File: config.mk
export PLATFORM = sky130hd
export DESIGN_NAME = poll_exit_ctrl
export DESIGN_NICKNAME = d
export VERILOG_FILES = /design/src/rtl/pe_pkg.sv /design/src/rtl/pe_lane_trk.sv /design/src/rtl/pe_tx_cnt.sv /design/src/rtl/pe_timer.sv /design/src/rtl/poll_exit_ctrl.sv
export SDC_FILE = /design/constraint.sdc
export NUM_CORES = 1
export LEC_CHECK = 0
export BUFFER_PORTS_ARGS = -buffer_cell sky130_fd_sc_hd__buf_2
export CAP_MARGIN = 20
export CORE_ASPECT_RATIO = 1.2
export CORE_MARGIN = 5
export CORE_UTILIZATION = 45
export CTS_CLUSTER_DIAMETER = 60
export CTS_CLUSTER_SIZE = 28
export DETAILED_ROUTE_END_ITERATION = 10
export GPL_TIMING_DRIVEN = 0
export PLACE_DENSITY_LB_ADDON = 0.05
export REMOVE_ABC_BUFFERS = 1
export SYNTH_ARGS = -nofsm -noshare
export SYNTH_HDL_FRONTEND = slang
export SYNTH_SLANG_ARGS = --single-unit
File: constraint.sdc
create_clock -name clk -period 2.33 [get_ports clk]
set_clock_uncertainty 0.1 [all_clocks]
set_input_delay 0.1165 -clock clk [delete_from_list [all_inputs] [get_ports clk]]
set_output_delay 0.1165 -clock clk [all_outputs]
set_load 0.01 [all_outputs]
File: src/rtl/pe_pkg.sv
// Package: shared definitions for the polling-exit controller.
// Assumes: nothing; types only.
package pe_pkg;
    // Two-bit kind code carried with every received ordered set
    typedef enum logic [1:0] {
        OS_OTHER0 = 2'b00,
        OS_TS1    = 2'b01,
        OS_TS2    = 2'b10,
        OS_OTHER3 = 2'b11
    } os_kind_e;

    // Returns 1 when a kind code is a training sequence of either type
    function automatic logic is_training(input logic [1:0] kind);
        return (kind == OS_TS1) || (kind == OS_TS2);
    endfunction
endpackage

File: src/rtl/pe_lane_trk.sv
// Module: pe_lane_trk
// Tracks one lane: a saturating count of consecutive good training sets and
// a sticky electrical-idle-exit flag. Assumes det is stable during an attempt;
// an undetected lane holds both values at zero.
module pe_lane_trk
    import pe_pkg::*;
#(
    parameter int TS_RUN = 8
) (
    input  logic       clk,
    input  logic       rst_n,
    input  logic       clr,
    input  logic       en,
    input  logic       det,
    input  logic       os_vld,
    input  logic [1:0] os_kind,
    input  logic       os_bad,
    input  logic       eidle_exit,
    output logic       passed,
    output logic       got_ts,
    output logic       idle_seen
);
    localparam int CW = $clog2(TS_RUN + 1);

    logic [CW-1:0] run_q;
    logic          idle_q;
    logic          good_os;

    // Classify this cycle's received set as a good training sequence
    always_comb good_os = os_vld && !os_bad && is_training(os_kind);

    // Consecutive-run counter: saturate on good sets, clear on anything else
    always_ff @(posedge clk) begin
        if (!rst_n || clr) begin
            run_q <= '0;
        end else if (en && det && os_vld) begin
            if (good_os) begin
                if (run_q != CW'(TS_RUN)) run_q <= run_q + 1'b1;
            end else begin
                run_q <= '0;
            end
        end
    end

    // Sticky idle-exit flag for this lane
    always_ff @(posedge clk) begin
        if (!rst_n || clr)                idle_q <= 1'b0;
        else if (en && det && eidle_exit) idle_q <= 1'b1;
    end

    // Lane status presented to the decision logic
    always_comb begin
        passed    = det && (run_q == CW'(TS_RUN));
        got_ts    = en && det && good_os;
        idle_seen = det && idle_q;
    end

    p_sat_r2: assert property (@(posedge clk) disable iff (!rst_n)
        run_q <= CW'(TS_RUN));
    p_break_clr_r3: assert property (@(posedge clk) disable iff (!rst_n)
        (en && det && os_vld && !good_os && !clr) |=> (run_q == '0));
    p_sticky_r8: assert property (@(posedge clk) disable iff (!rst_n)
        (idle_q && !clr) |=> idle_q);
endmodule

File: src/rtl/pe_tx_cnt.sv
// Module: pe_tx_cnt
// Counts transmitted TS1 sets twice: a total since start, and a count that
// only begins after the first good training set has been received. Both
// saturate at TX_TARGET. Assumes clr is the start pulse.
module pe_tx_cnt #(
    parameter int TX_TARGET = 1024
) (
    input  logic clk,
    input  logic rst_n,
    input  logic clr,
    input  logic en,
    input  logic tx_ts1,
    input  logic any_rx,
    output logic tot_done,
    output logic post_done
);
    localparam int TW = $clog2(TX_TARGET + 1);

    logic [TW-1:0] tot_q;
    logic [TW-1:0] post_q;
    logic          started_q;

    // Total transmitted-TS1 counter
    always_ff @(posedge clk) begin
        if (!rst_n || clr)                            tot_q <= '0;
        else if (en && tx_ts1 && tot_q != TW'(TX_TARGET)) tot_q <= tot_q + 1'b1;
    end

    // Marks that the first good training set has arrived
    always_ff @(posedge clk) begin
        if (!rst_n || clr)     started_q <= 1'b0;
        else if (en && any_rx) started_q <= 1'b1;
    end

    // Post-first-reception transmitted-TS1 counter
    always_ff @(posedge clk) begin
        if (!rst_n || clr)
            post_q <= '0;
        else if (en && started_q && tx_ts1 && post_q != TW'(TX_TARGET))
            post_q <= post_q + 1'b1;
    end

    // Threshold flags
    always_comb begin
        tot_done  = (tot_q == TW'(TX_TARGET));
        post_done = (post_q == TW'(TX_TARGET));
    end

    p_post_wait_r7: assert property (@(posedge clk) disable iff (!rst_n)
        (!started_q && !clr) |=> (post_q == $past(post_q)));
    p_post_le_tot_r7: assert property (@(posedge clk) disable iff (!rst_n)
        post_q <= tot_q);
endmodule

File: src/rtl/pe_timer.sv
// Module: pe_timer
// Timeout timer for one polling attempt: counts enabled cycles from clr and
// flags the cycle in which TIMEOUT_CYC edges have elapsed. Assumes TIMEOUT_CYC >= 2.
module pe_timer #(
    parameter int TIMEOUT_CYC = 6000000
) (
    input  logic clk,
    input  logic rst_n,
    input  logic clr,
    input  logic en,
    output logic hit
);
    localparam int MW = $clog2(TIMEOUT_CYC + 1);
    localparam logic [MW-1:0] LAST = MW'(TIMEOUT_CYC - 1);

    logic [MW-1:0] t_q;

    // Cycle counter, holds at the last value
    always_ff @(posedge clk) begin
        if (!rst_n || clr)         t_q <= '0;
        else if (en && t_q != LAST) t_q <= t_q + 1'b1;
    end

    // Expiry flag
    always_comb hit = en && (t_q == LAST);

    p_tmr_bound_r6: assert property (@(posedge clk) disable iff (!rst_n)
        t_q <= LAST);
endmodule

File: src/rtl/poll_exit_ctrl.sv
// Module: poll_exit_ctrl (top)
// Decides the exit from active polling: the normal path when all detected lanes
// are trained, the timeout path for a degraded link, or fallback to detection.
// Assumes rx_det_i and min_lanes_i are stable for the duration of an attempt.
module poll_exit_ctrl
    import pe_pkg::*;
#(
    parameter int LANES       = 4,
    parameter int TS_RUN      = 8,
    parameter int TX_TARGET   = 1024,
    parameter int TIMEOUT_CYC = 6000000,
    localparam int LCW        = $clog2(LANES + 1)
) (
    input  logic               clk,
    input  logic               rst_n,
    input  logic               start_i,
    input  logic [LANES-1:0]   rx_det_i,
    input  logic [LANES-1:0]   os_vld_i,
    input  logic [2*LANES-1:0] os_kind_i,
    input  logic [LANES-1:0]   os_bad_i,
    input  logic [LANES-1:0]   eidle_exit_i,
    input  logic               tx_ts1_i,
    input  logic [LCW-1:0]     min_lanes_i,
    output logic               go_cfg_o,
    output logic               go_detect_o
);
    logic             active_q;
    logic [LANES-1:0] passed;
    logic [LANES-1:0] got_ts;
    logic [LANES-1:0] idle_seen;
    logic             tot_done, post_done, tmo_hit;
    logic [LCW-1:0]   idle_cnt;
    logic             all_pass, any_pass, idle_ok, norm_ok, alt_ok;

    // One tracker per lane
    for (genvar g = 0; g < LANES; g++) begin : g_lane
        pe_lane_trk #(.TS_RUN(TS_RUN)) i_trk (
            .clk        (clk),
            .rst_n      (rst_n),
            .clr        (start_i),
            .en         (active_q),
            .det        (rx_det_i[g]),
            .os_vld     (os_vld_i[g]),
            .os_kind    (os_kind_i[2*g +: 2]),
            .os_bad     (os_bad_i[g]),
            .eidle_exit (eidle_exit_i[g]),
            .passed     (passed[g]),
            .got_ts     (got_ts[g]),
            .idle_seen  (idle_seen[g])
        );
    end

    pe_tx_cnt #(.TX_TARGET(TX_TARGET)) i_tx (
        .clk       (clk),
        .rst_n     (rst_n),
        .clr       (start_i),
        .en        (active_q),
        .tx_ts1    (tx_ts1_i),
        .any_rx    (|got_ts),
        .tot_done  (tot_done),
        .post_done (post_done)
    );

    pe_timer #(.TIMEOUT_CYC(TIMEOUT_CYC)) i_tmr (
        .clk   (clk),
        .rst_n (rst_n),
        .clr   (start_i),
        .en    (active_q),
        .hit   (tmo_hit)
    );

    // Count detected lanes that have left electrical idle
    always_comb begin
        idle_cnt = '0;
        for (int i = 0; i < LANES; i++) idle_cnt = idle_cnt + LCW'(idle_seen[i]);
    end

    // Exit conditions for both paths
    always_comb begin
        all_pass = (&(passed | ~rx_det_i)) && (|rx_det_i);
        any_pass = |passed;
        idle_ok  = (idle_cnt >= min_lanes_i);
        norm_ok  = tot_done && all_pass;
        alt_ok   = any_pass && post_done && idle_ok;
    end

    // Attempt state and registered one-cycle decisions
    always_ff @(posedge clk) begin
        if (!rst_n) begin
            active_q    <= 1'b0;
            go_cfg_o    <= 1'b0;
            go_detect_o <= 1'b0;
        end else begin
            go_cfg_o    <= 1'b0;
            go_detect_o <= 1'b0;
            if (start_i) begin
                active_q <= 1'b1;
            end else if (active_q) begin
                if (norm_ok) begin
                    go_cfg_o <= 1'b1;
                    active_q <= 1'b0;
                end else if (tmo_hit) begin
                    go_cfg_o    <= alt_ok;
                    go_detect_o <= !alt_ok;
                    active_q    <= 1'b0;
                end
            end
        end
    end

    p_excl_r11: assert property (@(posedge clk) disable iff (!rst_n)
        !(go_cfg_o && go_detect_o));
    p_pulse_r11: assert property (@(posedge clk) disable iff (!rst_n)
        (go_cfg_o || go_detect_o) |=> !(go_cfg_o || go_detect_o));
    p_start_quiet_r10: assert property (@(posedge clk) disable iff (!rst_n)
        start_i |=> !(go_cfg_o || go_detect_o));
    p_det_on_tmo_r9: assert property (@(posedge clk) disable iff (!rst_n)
        go_detect_o |-> $past(tmo_hit));
    p_norm_cause_r4: assert property (@(posedge clk) disable iff (!rst_n)
        (go_cfg_o && !$past(tmo_hit)) |-> $past(tot_done && all_pass));
endmodule

==> impl_metrics.toml <==
[cts]
post-cts-setup-buffers = 0
cts_buffers = 9
clk_path_buf_depth = 2
cts_root_buffer = "clkbuf_8"
clk_pin_slew_ns = 0.08
cts_sinks = 69
htree_levels = 3
clock_latency_ns = 0.33
cts_tree = "yes"

[floorplan]
std_cell_rows = 35
ios = 33
start_util_pct = 46.3
die_w_um = 91.5
coreArea_mm2 = 0.00775
die_h_um = 108
dieArea_mm2 = 0.00987

[global_route]
grt_pass1_wl_um = 13600
grt_max_degree = 44
antenna_found_initial = 0
grt.total_usage_pct = 16.9
grt_overflow = 0
grt_pass1_vias = 3004

[finish]
drive_above_1_share_pct = 15.6
final_cell_mix = "66 x dfxtp_1, 63 x nor2_1, 32 x buf_2, 30 x xor2_1, 30 x nand3_1"
layout_commonest_cell = "dfxtp_1"
syn2layout_area_growth_pct = 15.9
diodes = 0
instances_no_fill = 560
nets = 514

[critical_path]
r2r-end = "go_detect_o$_SDFF_PP0_"
critical_path_class = "reg -> reg"
reg2reg_slack_ns = -0.03
critPathRequiredTime_ns = 2.45
worstReg2RegStart = "g_lane[1].i_trk.idle_q$_SDFFE_PP0P_"
ff2ff_path_depth = 9
start_kind = "flop"
path_max_fanout = 2
endpoint_kind = "flop"
crit_arrival_ns = 2.48

[power]
power_density_mw_per_mm2 = 549
p_leak_nw = 1.48
peakVddDrop_mv = 0.290
finalPower_mw = 2.29

[synth]
yosys.area.top_type = "dfxtp_1"
seq_area_frac_synth_pct = 38.5
async_flop_share_pct = 0
syn_avg_cell_area_um2 = 8.47
synth_edf_count = 0
synth_warnings = 0
synthTopCellsByArea = "dfxtp_1 38%, xor2_1 7.3%, nor2_1 6.6%, ha_1 6.3%, nand3_1 4.2%"
yosys.area.top_type_share_pct = 38.5
synth_ff_type = "dfxtp_1"
synth.distinct_cells = 51
ys_ff_latch = 69
synth_area_mm2 = 0.00359
netlist_instances = 424

[place]
place_inst = 537
dp_hpwl_um = 5300
place_congestion = 0.748
post-place-ws_ns = -0.248
port-buffer-count = 32

[sta]
setup_slack_ns = -0.0303
setup-violations-final = 1
slew_viol_final = 0
min_period_ns = 2.36
tightest_slew_ns = 0.743
rsz0062_at_grt = "true"
min_period_over_period_pct = 101
relSlewSlack_pct = 50.3
finalHoldViolations = 0
max_freq_mhz = 424

[detailed_routing]
first_pass_iters = 5
initialDrtViolationCount = 114
num_vias = 3044
antenna_left = 0
drc = 0
wl_per_cell_um = 13.6
viasPerCell = 5.44
wl_um = 7620

[hold_path]
hold_start = "rx_det_i[0]"
holdPathStages = 3
hold_end = "g_lane[0].i_trk.idle_q$_SDFFE_PP0P_"
hp-class = "in -> reg"

[outcome]
outcome = "finished, violations left"
failed_checks = "negative setup slack"

[run]
drv_cap = 0
==> metal layers <==
layer	wire length, µm	global-route usage (%)	up-vias
met2	3720	30.4	35
li1	-	-	1558
met3	243	4.13	8
met5	0	0	-
met1	3570	19.8	1443
met4	93	5.06	0
==> registers in the layout, summed over array words and instances (netlist names) <==
signal / cells
i_tx.post_q: 11
g_lane.i_trk.run_q: 16
g_lane.i_trk.idle_q: 4
i_tx.started_q: 1
go_detect_o: 1
active_q: 1
go_cfg_o: 1
i_tmr.t_q: 23
i_tx.tot_q: 11
==> layout make-up <==
cell class / count / area (µm²)
repair buffers: 40 / 250
flip-flops and latches: 69 / 1390
multi-input cells: 321 / 2130
fillers: 753 / 3590
well taps: 92 / 115
clock buffers: 15 / 196
inverters: 23 / 86.3
==> stage by stage <==
step	utilization, %	hold WS (ns)	TNS, ns	area, µm²
after floorplan	-	0.134	0	3520
after global placement	48.9	0.247	-14.69	3790
after detailed placement	49.2	0.254	-2.92	3820
after CTS	53.6	0.00774	-0.174	4160
after global routing	53.7	0.0254	-0.240	4160
final	53.7	0.0235	-0.0303	4160
==> synthesized netlist by cell type, types with 7 or more instances <==
| library cell | number |
|---|---|
| dfxtp_1 | 69 |
| nor2_1 | 63 |
| nand3_1 | 30 |
| xor2_1 | 30 |
| nand2_1 | 25 |
| inv_1 | 23 |
| ha_1 | 18 |
| o21ai_0 | 14 |
| a21oi_1 | 13 |
| nand3b_1 | 10 |
| nand4_1 | 9 |
| nor3_1 | 8 |
| nor4_1 | 8 |
| xnor2_1 | 8 |
| clkbuf_1 | 7 |
==> kinds of logic after synthesis <==
logic type,after synthesis,share of synthesized area [%]
AND/OR/NAND/NOR,198,28.5
AO/OA/AOI/OAI,60,10.9
buffers and inverters,35,4.39
adder cells (fa/ha/maj),19,6.83
multiplexers,4,1.12
XOR/XNOR,39,9.72
flip-flops,69,38.5
==> worst max-delay path by stage <==
| stage | from | endpoint | slack [ns] | depth (start not counted) |
|---|---|---|---|---|
| after detailed placement | i_tmr.t_q[0]$_SDFFE_PP0P_ | i_tmr.t_q[10]$_SDFFE_PP0P_ | -0.25 | 6 |
| after global placement | start_i | i_tmr.t_q[13]$_SDFFE_PP0P_ | -0.52 | 4 |
| after floorplan | g_lane[0].i_trk.idle_q$_SDFFE_PP0P_ | go_detect_o$_SDFF_PP0_ | 0.02 | 9 |
| final | g_lane[1].i_trk.idle_q$_SDFFE_PP0P_ | go_detect_o$_SDFF_PP0_ | -0.03 | 9 |
| after CTS | g_lane[3].i_trk.idle_q$_SDFFE_PP0P_ | go_detect_o$_SDFF_PP0_ | -0.12 | 9 |
| after global routing | g_lane[1].i_trk.idle_q$_SDFFE_PP0P_ | go_detect_o$_SDFF_PP0_ | -0.13 | 9 |
==> report_power, final <==
part | switching, mW | total, mW | internal (mW)
clock network | 0.423 | 0.951 | 0.528
logic | 0.0789 | 0.138 | 0.0589
registers | 0.0130 | 1.20 | 1.18
==> what timing repair did <==
action | CTS | global route
gates cloned | 1 | 0
hold buffers | 7 | 0
setup endpoints to repair | 14 | 5
endpoints found under the hold margin | 5 | 0
pin swaps | 7 | 6
gates resized for setup | 13 | 2
==> critical path, cell delays in order, from the launching register on <==
cell and delay (ns):
dfxtp_2 0.32, and2_4 0.14, fa_1 0.56, ha_2 0.19, ha_4 0.20, ha_4 0.25, o21ai_2 0.05, a21oi_2 0.11
o2111ai_2 0.13, and3b_1 0.21
No activity file was read; power rests on OpenSTA's default activity.
